`src/rtl/mbist_pkg.sv`:
```
package mbist_pkg;
    typedef enum logic [3:0] {
        ST_IDLE,
        ST_DB_WR,
        ST_DB_RD,
        ST_AB_WR,
        ST_AB_RD,
        ST_AL_WR,
        ST_AL_RD,
        ST_EX_WR,
        ST_EX_RD
    } step_e;
endpackage

```
`src/rtl/mbist_pattern.sv`:
```
module mbist_pattern
    import mbist_pkg::*;
#(
    parameter int ADDR_W = 8,
    parameter int DATA_W = 16,
    parameter int IDX_W  = 9
) (
    input  step_e             step,
    input  logic [IDX_W-1:0]  idx,
    output logic [ADDR_W-1:0] addr,
    output logic [DATA_W-1:0] data
);
    localparam int NBYTES = DATA_W / 8;
    localparam logic [DATA_W-1:0] PAT_HI = {NBYTES{8'hAA}};
    localparam logic [DATA_W-1:0] PAT_LO = {NBYTES{8'h55}};

    always_comb begin
        addr = '0;
        data = '0;
        unique case (step)
            ST_DB_WR, ST_DB_RD: data = DATA_W'(1) << idx;
            ST_AB_WR, ST_AB_RD: begin
                addr = ADDR_W'(1) << idx;
                data = PAT_HI;
            end
            ST_AL_WR: data = PAT_LO;
            ST_AL_RD: begin
                addr = ADDR_W'(1) << idx;
                data = PAT_HI;
            end
            ST_EX_WR, ST_EX_RD: begin
                addr = idx[ADDR_W-1:0];
                data = idx[0] ? PAT_HI : PAT_LO;
            end
            default: ;
        endcase
    end
endmodule

```
`src/rtl/mbist_capture.sv`:
```
module mbist_capture #(
    parameter int ADDR_W = 8,
    parameter int DATA_W = 16
) (
    input  logic              clk,
    input  logic              rst_n,
    input  logic              clear,
    input  logic              check,
    input  logic [ADDR_W-1:0] addr,
    input  logic [DATA_W-1:0] exp_val,
    input  logic [DATA_W-1:0] rdata,
    output logic              mismatch,
    output logic              fail,
    output logic [ADDR_W-1:0] fail_addr,
    output logic [DATA_W-1:0] fail_exp,
    output logic [DATA_W-1:0] fail_got
);
    assign mismatch = check && (rdata != exp_val);

    always_ff @(posedge clk) begin
        if (!rst_n || clear) begin
            fail      <= 1'b0;
            fail_addr <= '0;
            fail_exp  <= '0;
            fail_got  <= '0;
        end else if (mismatch) begin
            fail      <= 1'b1;
            fail_addr <= addr;
            fail_exp  <= exp_val;
            fail_got  <= rdata;
        end
    end
endmodule

```
`src/rtl/mem_bist.sv`:
```
module mem_bist
    import mbist_pkg::*;
#(
    parameter int ADDR_W = 8,
    parameter int DATA_W = 16
) (
    input  logic              clk,
    input  logic              rst_n,
    input  logic              start,
    input  logic              exhaustive,
    output logic [ADDR_W-1:0] mem_addr,
    output logic [DATA_W-1:0] mem_wdata,
    output logic              mem_we,
    output logic              mem_re,
    input  logic [DATA_W-1:0] mem_rdata,
    input  logic              mem_ready,
    output logic              busy,
    output logic              done,
    output logic              fail,
    output logic [ADDR_W-1:0] fail_addr,
    output logic [DATA_W-1:0] fail_exp,
    output logic [DATA_W-1:0] fail_got
);
    localparam int DEPTH = 1 << ADDR_W;
    localparam int SPAN  = (DEPTH > DATA_W) ? DEPTH : DATA_W;
    localparam int IDX_W = $clog2(SPAN) + 1;
    localparam logic [IDX_W-1:0] DB_LAST = IDX_W'(DATA_W - 1);
    localparam logic [IDX_W-1:0] AB_LAST = IDX_W'(ADDR_W - 1);
    localparam logic [IDX_W-1:0] EX_LAST = IDX_W'(DEPTH - 1);

    step_e             state_q, state_d;
    logic [IDX_W-1:0]  idx_q, idx_d;
    logic              exh_q, done_q, finish, accept, mismatch;
    logic [DATA_W-1:0] pat_data;

    assign accept = (state_q == ST_IDLE) && start;

    mbist_pattern #(.ADDR_W(ADDR_W), .DATA_W(DATA_W), .IDX_W(IDX_W)) u_pat (
        .step (state_q),
        .idx  (idx_q),
        .addr (mem_addr),
        .data (pat_data)
    );

    mbist_capture #(.ADDR_W(ADDR_W), .DATA_W(DATA_W)) u_cap (
        .clk       (clk),
        .rst_n     (rst_n),
        .clear     (accept),
        .check     (mem_re && mem_ready),
        .addr      (mem_addr),
        .exp_val   (pat_data),
        .rdata     (mem_rdata),
        .mismatch  (mismatch),
        .fail      (fail),
        .fail_addr (fail_addr),
        .fail_exp  (fail_exp),
        .fail_got  (fail_got)
    );

    // next-state and index sequencing
    always_comb begin
        state_d = state_q;
        idx_d   = idx_q;
        finish  = 1'b0;
        unique case (state_q)
            ST_IDLE: if (start) begin
                state_d = ST_DB_WR;
                idx_d   = '0;
            end
            ST_DB_WR: if (mem_ready) state_d = ST_DB_RD;
            ST_DB_RD: if (mem_ready) begin
                if (mismatch) begin
                    state_d = ST_IDLE;
                    finish  = 1'b1;
                end else if (idx_q == DB_LAST) begin
                    state_d = ST_AB_WR;
                    idx_d   = '0;
                end else begin
                    state_d = ST_DB_WR;
                    idx_d   = idx_q + 1'b1;
                end
            end
            ST_AB_WR: if (mem_ready) state_d = ST_AB_RD;
            ST_AB_RD: if (mem_ready) begin
                if (mismatch) begin
                    state_d = ST_IDLE;
                    finish  = 1'b1;
                end else if (idx_q == AB_LAST) begin
                    state_d = ST_AL_WR;
                    idx_d   = '0;
                end else begin
                    state_d = ST_AB_WR;
                    idx_d   = idx_q + 1'b1;
                end
            end
            ST_AL_WR: if (mem_ready) begin
                state_d = ST_AL_RD;
                idx_d   = '0;
            end
            ST_AL_RD: if (mem_ready) begin
                if (mismatch) begin
                    state_d = ST_IDLE;
                    finish  = 1'b1;
                end else if (idx_q == AB_LAST) begin
                    idx_d = '0;
                    if (exh_q) begin
                        state_d = ST_EX_WR;
                    end else begin
                        state_d = ST_IDLE;
                        finish  = 1'b1;
                    end
                end else begin
                    idx_d = idx_q + 1'b1;
                end
            end
            ST_EX_WR: if (mem_ready) begin
                if (idx_q == EX_LAST) begin
                    state_d = ST_EX_RD;
                    idx_d   = '0;
                end else begin
                    idx_d = idx_q + 1'b1;
                end
            end
            ST_EX_RD: if (mem_ready) begin
                if (mismatch || idx_q == EX_LAST) begin
                    state_d = ST_IDLE;
                    finish  = 1'b1;
                end else begin
                    idx_d = idx_q + 1'b1;
                end
            end
            default: state_d = ST_IDLE;
        endcase
    end

    // state register
    always_ff @(posedge clk) begin
        if (!rst_n) begin
            state_q <= ST_IDLE;
            idx_q   <= '0;
            exh_q   <= 1'b0;
            done_q  <= 1'b0;
        end else begin
            state_q <= state_d;
            idx_q   <= idx_d;
            if (accept) begin
                exh_q  <= exhaustive;
                done_q <= 1'b0;
            end else if (finish) begin
                done_q <= 1'b1;
            end
        end
    end

    // outputs decoded from state
    always_comb begin
        mem_we = 1'b0;
        mem_re = 1'b0;
        unique case (state_q)
            ST_DB_WR, ST_AB_WR, ST_AL_WR, ST_EX_WR: mem_we = 1'b1;
            ST_DB_RD, ST_AB_RD, ST_AL_RD, ST_EX_RD: mem_re = 1'b1;
            default: ;
        endcase
        mem_wdata = mem_we ? pat_data : '0;
        busy      = (state_q != ST_IDLE);
        done      = done_q;
    end
endmodule

```
`config.mk`:
```
export PLATFORM = sky130hd
export DESIGN_NAME = mem_bist
export DESIGN_NICKNAME = d
export VERILOG_FILES = /design/src/rtl/mbist_pkg.sv /design/src/rtl/mbist_pattern.sv /design/src/rtl/mbist_capture.sv /design/src/rtl/mem_bist.sv
export SDC_FILE = /design/constraint.sdc
export NUM_CORES = 1
export LEC_CHECK = 0
export BUFFER_PORTS_ARGS = -buffer_cell sky130_fd_sc_hd__buf_2
export CAP_MARGIN = 15
export CORE_ASPECT_RATIO = 2
export CORE_UTILIZATION = 53
export DETAILED_ROUTE_END_ITERATION = 8
export PLACE_DENSITY_LB_ADDON = 0.05
export REMOVE_ABC_BUFFERS = 1
export SYNTH_ARGS = -nofsm -noshare
export SYNTH_HDL_FRONTEND = slang
export SYNTH_HIERARCHICAL = 1
export SYNTH_SLANG_ARGS = --single-unit
```
`constraint.sdc`:
```
create_clock -name clk -period 3.7 [get_ports clk]
set_input_delay 0.555 -clock clk [delete_from_list [all_inputs] [get_ports clk]]
set_output_delay 0.555 -clock clk [all_outputs]
set_load 0.1 [all_outputs]
```
==> reports/metrics.yaml <==
place:
  hpwl_um: 7260
  io_buffers: 89
  place_congestion: 0.847
  dp_slack_ps: 132
  place_area_um2: 4050
synth:
  yosysSeqAreaShare_pct: 32.2
  ys_warn_count: 6
  synth.distinct_cells: 62
  synth_edf_count: 0
  synth_flop_cell: "dfxtp_1"
  synth_common_cells: "nand2_1, dfxtp_1, mux2i_1"
  syn_avg_cell_area_um2: 8.04
  synthesis.area_um2: 3480
  syn_inst: 433
  yosysTopAreaCell: "dfxtp_1"
  yosysTopAreaCellShare_pct: 32.2
  ys_ff_latch: 56
  synth-async-reset-ratio_pct: 0
  yosys-top-cells-area: "dfxtp_1, nand2_1, mux2i_1, o21ai_0, xnor2_1"
  yosysMostFrequentCell: "nand2_1"
clock_network:
  path_clk_slew_ps: 70
  numCtsBuffers: 5
  cts_sinks: 56
  cts_tree: "built"
  clockBufferDepth: 2
  cts_root_buf: "clkbuf_16"
  htree_levels: 2
  postCtsHoldBufs: 0
  clock_latency_ps: 300
setup_path:
  r2r_setup_slack_ps: 140
  critPathArrivalTime_ps: 3740
  timing.rr.end: "idx_q[7]"
  worstPathRequired_ps: 3890
  cpMostUsedCell: "xnor2_1"
  path_cells: "xnor2_1 -> nor2_1 -> nand2_1 -> o21ai_0 -> xnor2_1 -> nand4_1 -> o41a_4 -> a21o_1 -> a222oi_1 -> buf_4 -> clkdlybuf4s15_2 -> a21boi_0 -> o32ai_1"
  crit_fanout: 8
  cp-end-kind: "flop"
  crit_type: "flop to flop"
  reg2reg_from: "state_q[1]"
  slowest_delay_ps: 560
  reg2reg_depth: 13
  start_kind: "flop"
  cp_slowest_cell: "o41a_4"
power:
  power_w: 0.00290
  p_leak_nw: 1.75
  irDropWorstVdd_v: 0.000499
  powerDensity_nw_per_um2: 684
final_layout:
  area_growth_pct: 21.6
  fill_cells: 583
  regArea_um2: 1120
  antennaDiodeCount: 0
  fin_area_um2: 4230
  multi_input_area_um2: 2130
  nNetsFinal: 554
  drive_gt1_share_pct: 27.1
sta:
  max_freq_ghz: 0.281
  worstMarginPinSlew_ps: 619
  setup_ws_ps: 144
  min_period_ps: 3560
  hold_viol: 0
  setup_tns_ps: 0
  slew_viol_final: 0
  setup_violations: 0
  slew_headroom_pct: 58.7
  fin_skew_ps: 7.83
  period_share_pct: 96.1
route:
  drtIter0Drc: 174
  wl_um: 9510
  vias: 3394
  postRouteAntennaNets: 0
  viasPerCell: 5.50
  drc: 0
  post_drt_wl_per_cell_um: 15.4
  drt-pass1-iter-count: 5
status:
  status: "complete, no violations"
floorplan:
  dieWidth_um: 59.3
  dieArea_um2: 6920
  num_io_pins: 90
  placementRows: 41
  core_um2: 6310
  start_util_pct: 55.2
  die_h_um: 117
grt:
  grt_pass1_vias: 3073
  overflow: 0
  grt_usage_pct: 27.9
  antenna_found_initial: 0
  grt_pass1_wl_um: 14600
  grt_max_degree: 82
job:
  max_cap_viol_count: 0
hold_path:
  min_to: "u_cap/fail_got[14]"
  hold_path_class: "flop to flop"
  hold_start: "u_cap/fail_got[14]"
  hold_depth: 2
-- where the power goes --
part           internal, W  switching, W
combinational     0.000486       0.00120
sequential        0.000660     0.0000657
clock             0.000270      0.000212
total              0.00142       0.00148
-- cell type report --
| type | count | area share, % |
|---|---|---|
| clock buffers | 7 | 3.37 |
| clock inverters | 1 | 0.177 |
| inverters | 12 | 1.06 |
| multi-input cells | 338 | 50.4 |
| flip-flops and latches | 56 | 26.6 |
| well taps | 86 | 2.54 |
| repair buffers | 117 | 15.9 |
-- stage by stage --
| stage | cells | hold WS (ps) | util, % |
|---|---|---|---|
| floorplan | 406 | 486 | - |
| detailed placement | 607 | 450 | 64.1 |
| global placement | 607 | 439 | 64.1 |
| finish | 617 | 454 | 67.1 |
| CTS | 615 | 459 | 66.5 |
| global route | 617 | 480 | 67.1 |
-- registers in the layout, indices dropped and copies added, names as in the netlist --
name / count
state_q: 4
idx_q: 9
done: 1
u_cap/fail_addr: 8
u_cap/fail_exp: 16
u_cap/fail_got: 16
u_cap/fail: 1
exh_q: 1
-- kinds of logic (layout without fill, tap and decap cells) --
group	Yosys count	in the layout	synth area share, %
xor+xnor	18	18	4.53
flops	56	56	32.2
compound gates	79	79	16.1
simple gates	196	196	26.8
buf+inv	39	137	7.26
mux	42	42	12.1
fa+ha+maj	3	3	1.08
-- cell usage in the layout, fill, tap and decap left out, types with 2 or more instances in the layout --
| cell | count |
|---|---|
| a211oi_1 | 3 |
| a21boi_0 | 6 |
| a21oi_1 | 8 |
| a311oi_1 | 2 |
| a31oi_1 | 4 |
| and2_1 | 19 |
| buf_2 | 89 |
| buf_4 | 26 |
| clkbuf_16 | 5 |
| dfxtp_1 | 53 |
| dfxtp_2 | 3 |
| ha_1 | 3 |
| inv_1 | 12 |
| mux2i_1 | 41 |
| nand2_1 | 113 |
| nand2b_1 | 4 |
| nand3_1 | 8 |
| nand3b_1 | 4 |
| nand4_1 | 6 |
| nand4b_1 | 2 |
| nor2_1 | 11 |
| nor2b_1 | 3 |
| nor3_1 | 6 |
| nor4_1 | 2 |
| o211ai_1 | 3 |
| o21ai_0 | 24 |
| o21ai_1 | 4 |
| o21ai_2 | 2 |
| o22ai_1 | 5 |
| o32ai_1 | 2 |
| or3_1 | 6 |
| xnor2_1 | 17 |
-- worst max-delay path: cells and delay by family (launching register included) --
kind	cells	cell delay, ps
XOR/XNOR	2	290
AO/OA/AOI/OAI	6	1680
flip-flops	1	520
buffers and inverters	2	460
AND/OR/NAND/NOR	3	500
-- worst max path at each step --
stage | startpoint | end | slack (ps)
after floorplan | state_q[1] | state_q[1] | -930
after global placement | state_q[1] | idx_q[2] | 180
after detailed placement | state_q[1] | idx_q[2] | 130
after CTS | state_q[1] | idx_q[2] | 140
after global routing | state_q[1] | idx_q[7] | -20
final | state_q[1] | idx_q[7] | 140
-- timing repair --
item	4_1_cts	5_1_grt
resized for setup	0	12
buffers inserted	0	1
endpoints found under the setup margin	0	10
-- routing by layer --
metal / vias up / share of wire (%) / track usage, %
met2: 100 / 56 / 53.0
met4: 0 / 4.1 / 14.9
met3: 31 / 3.6 / 3.43
met1: 1573 / 36 / 28.1
met5: - / 0 / 0
li1: 1690 / - / -
Power figures use the tool's default switching activity.
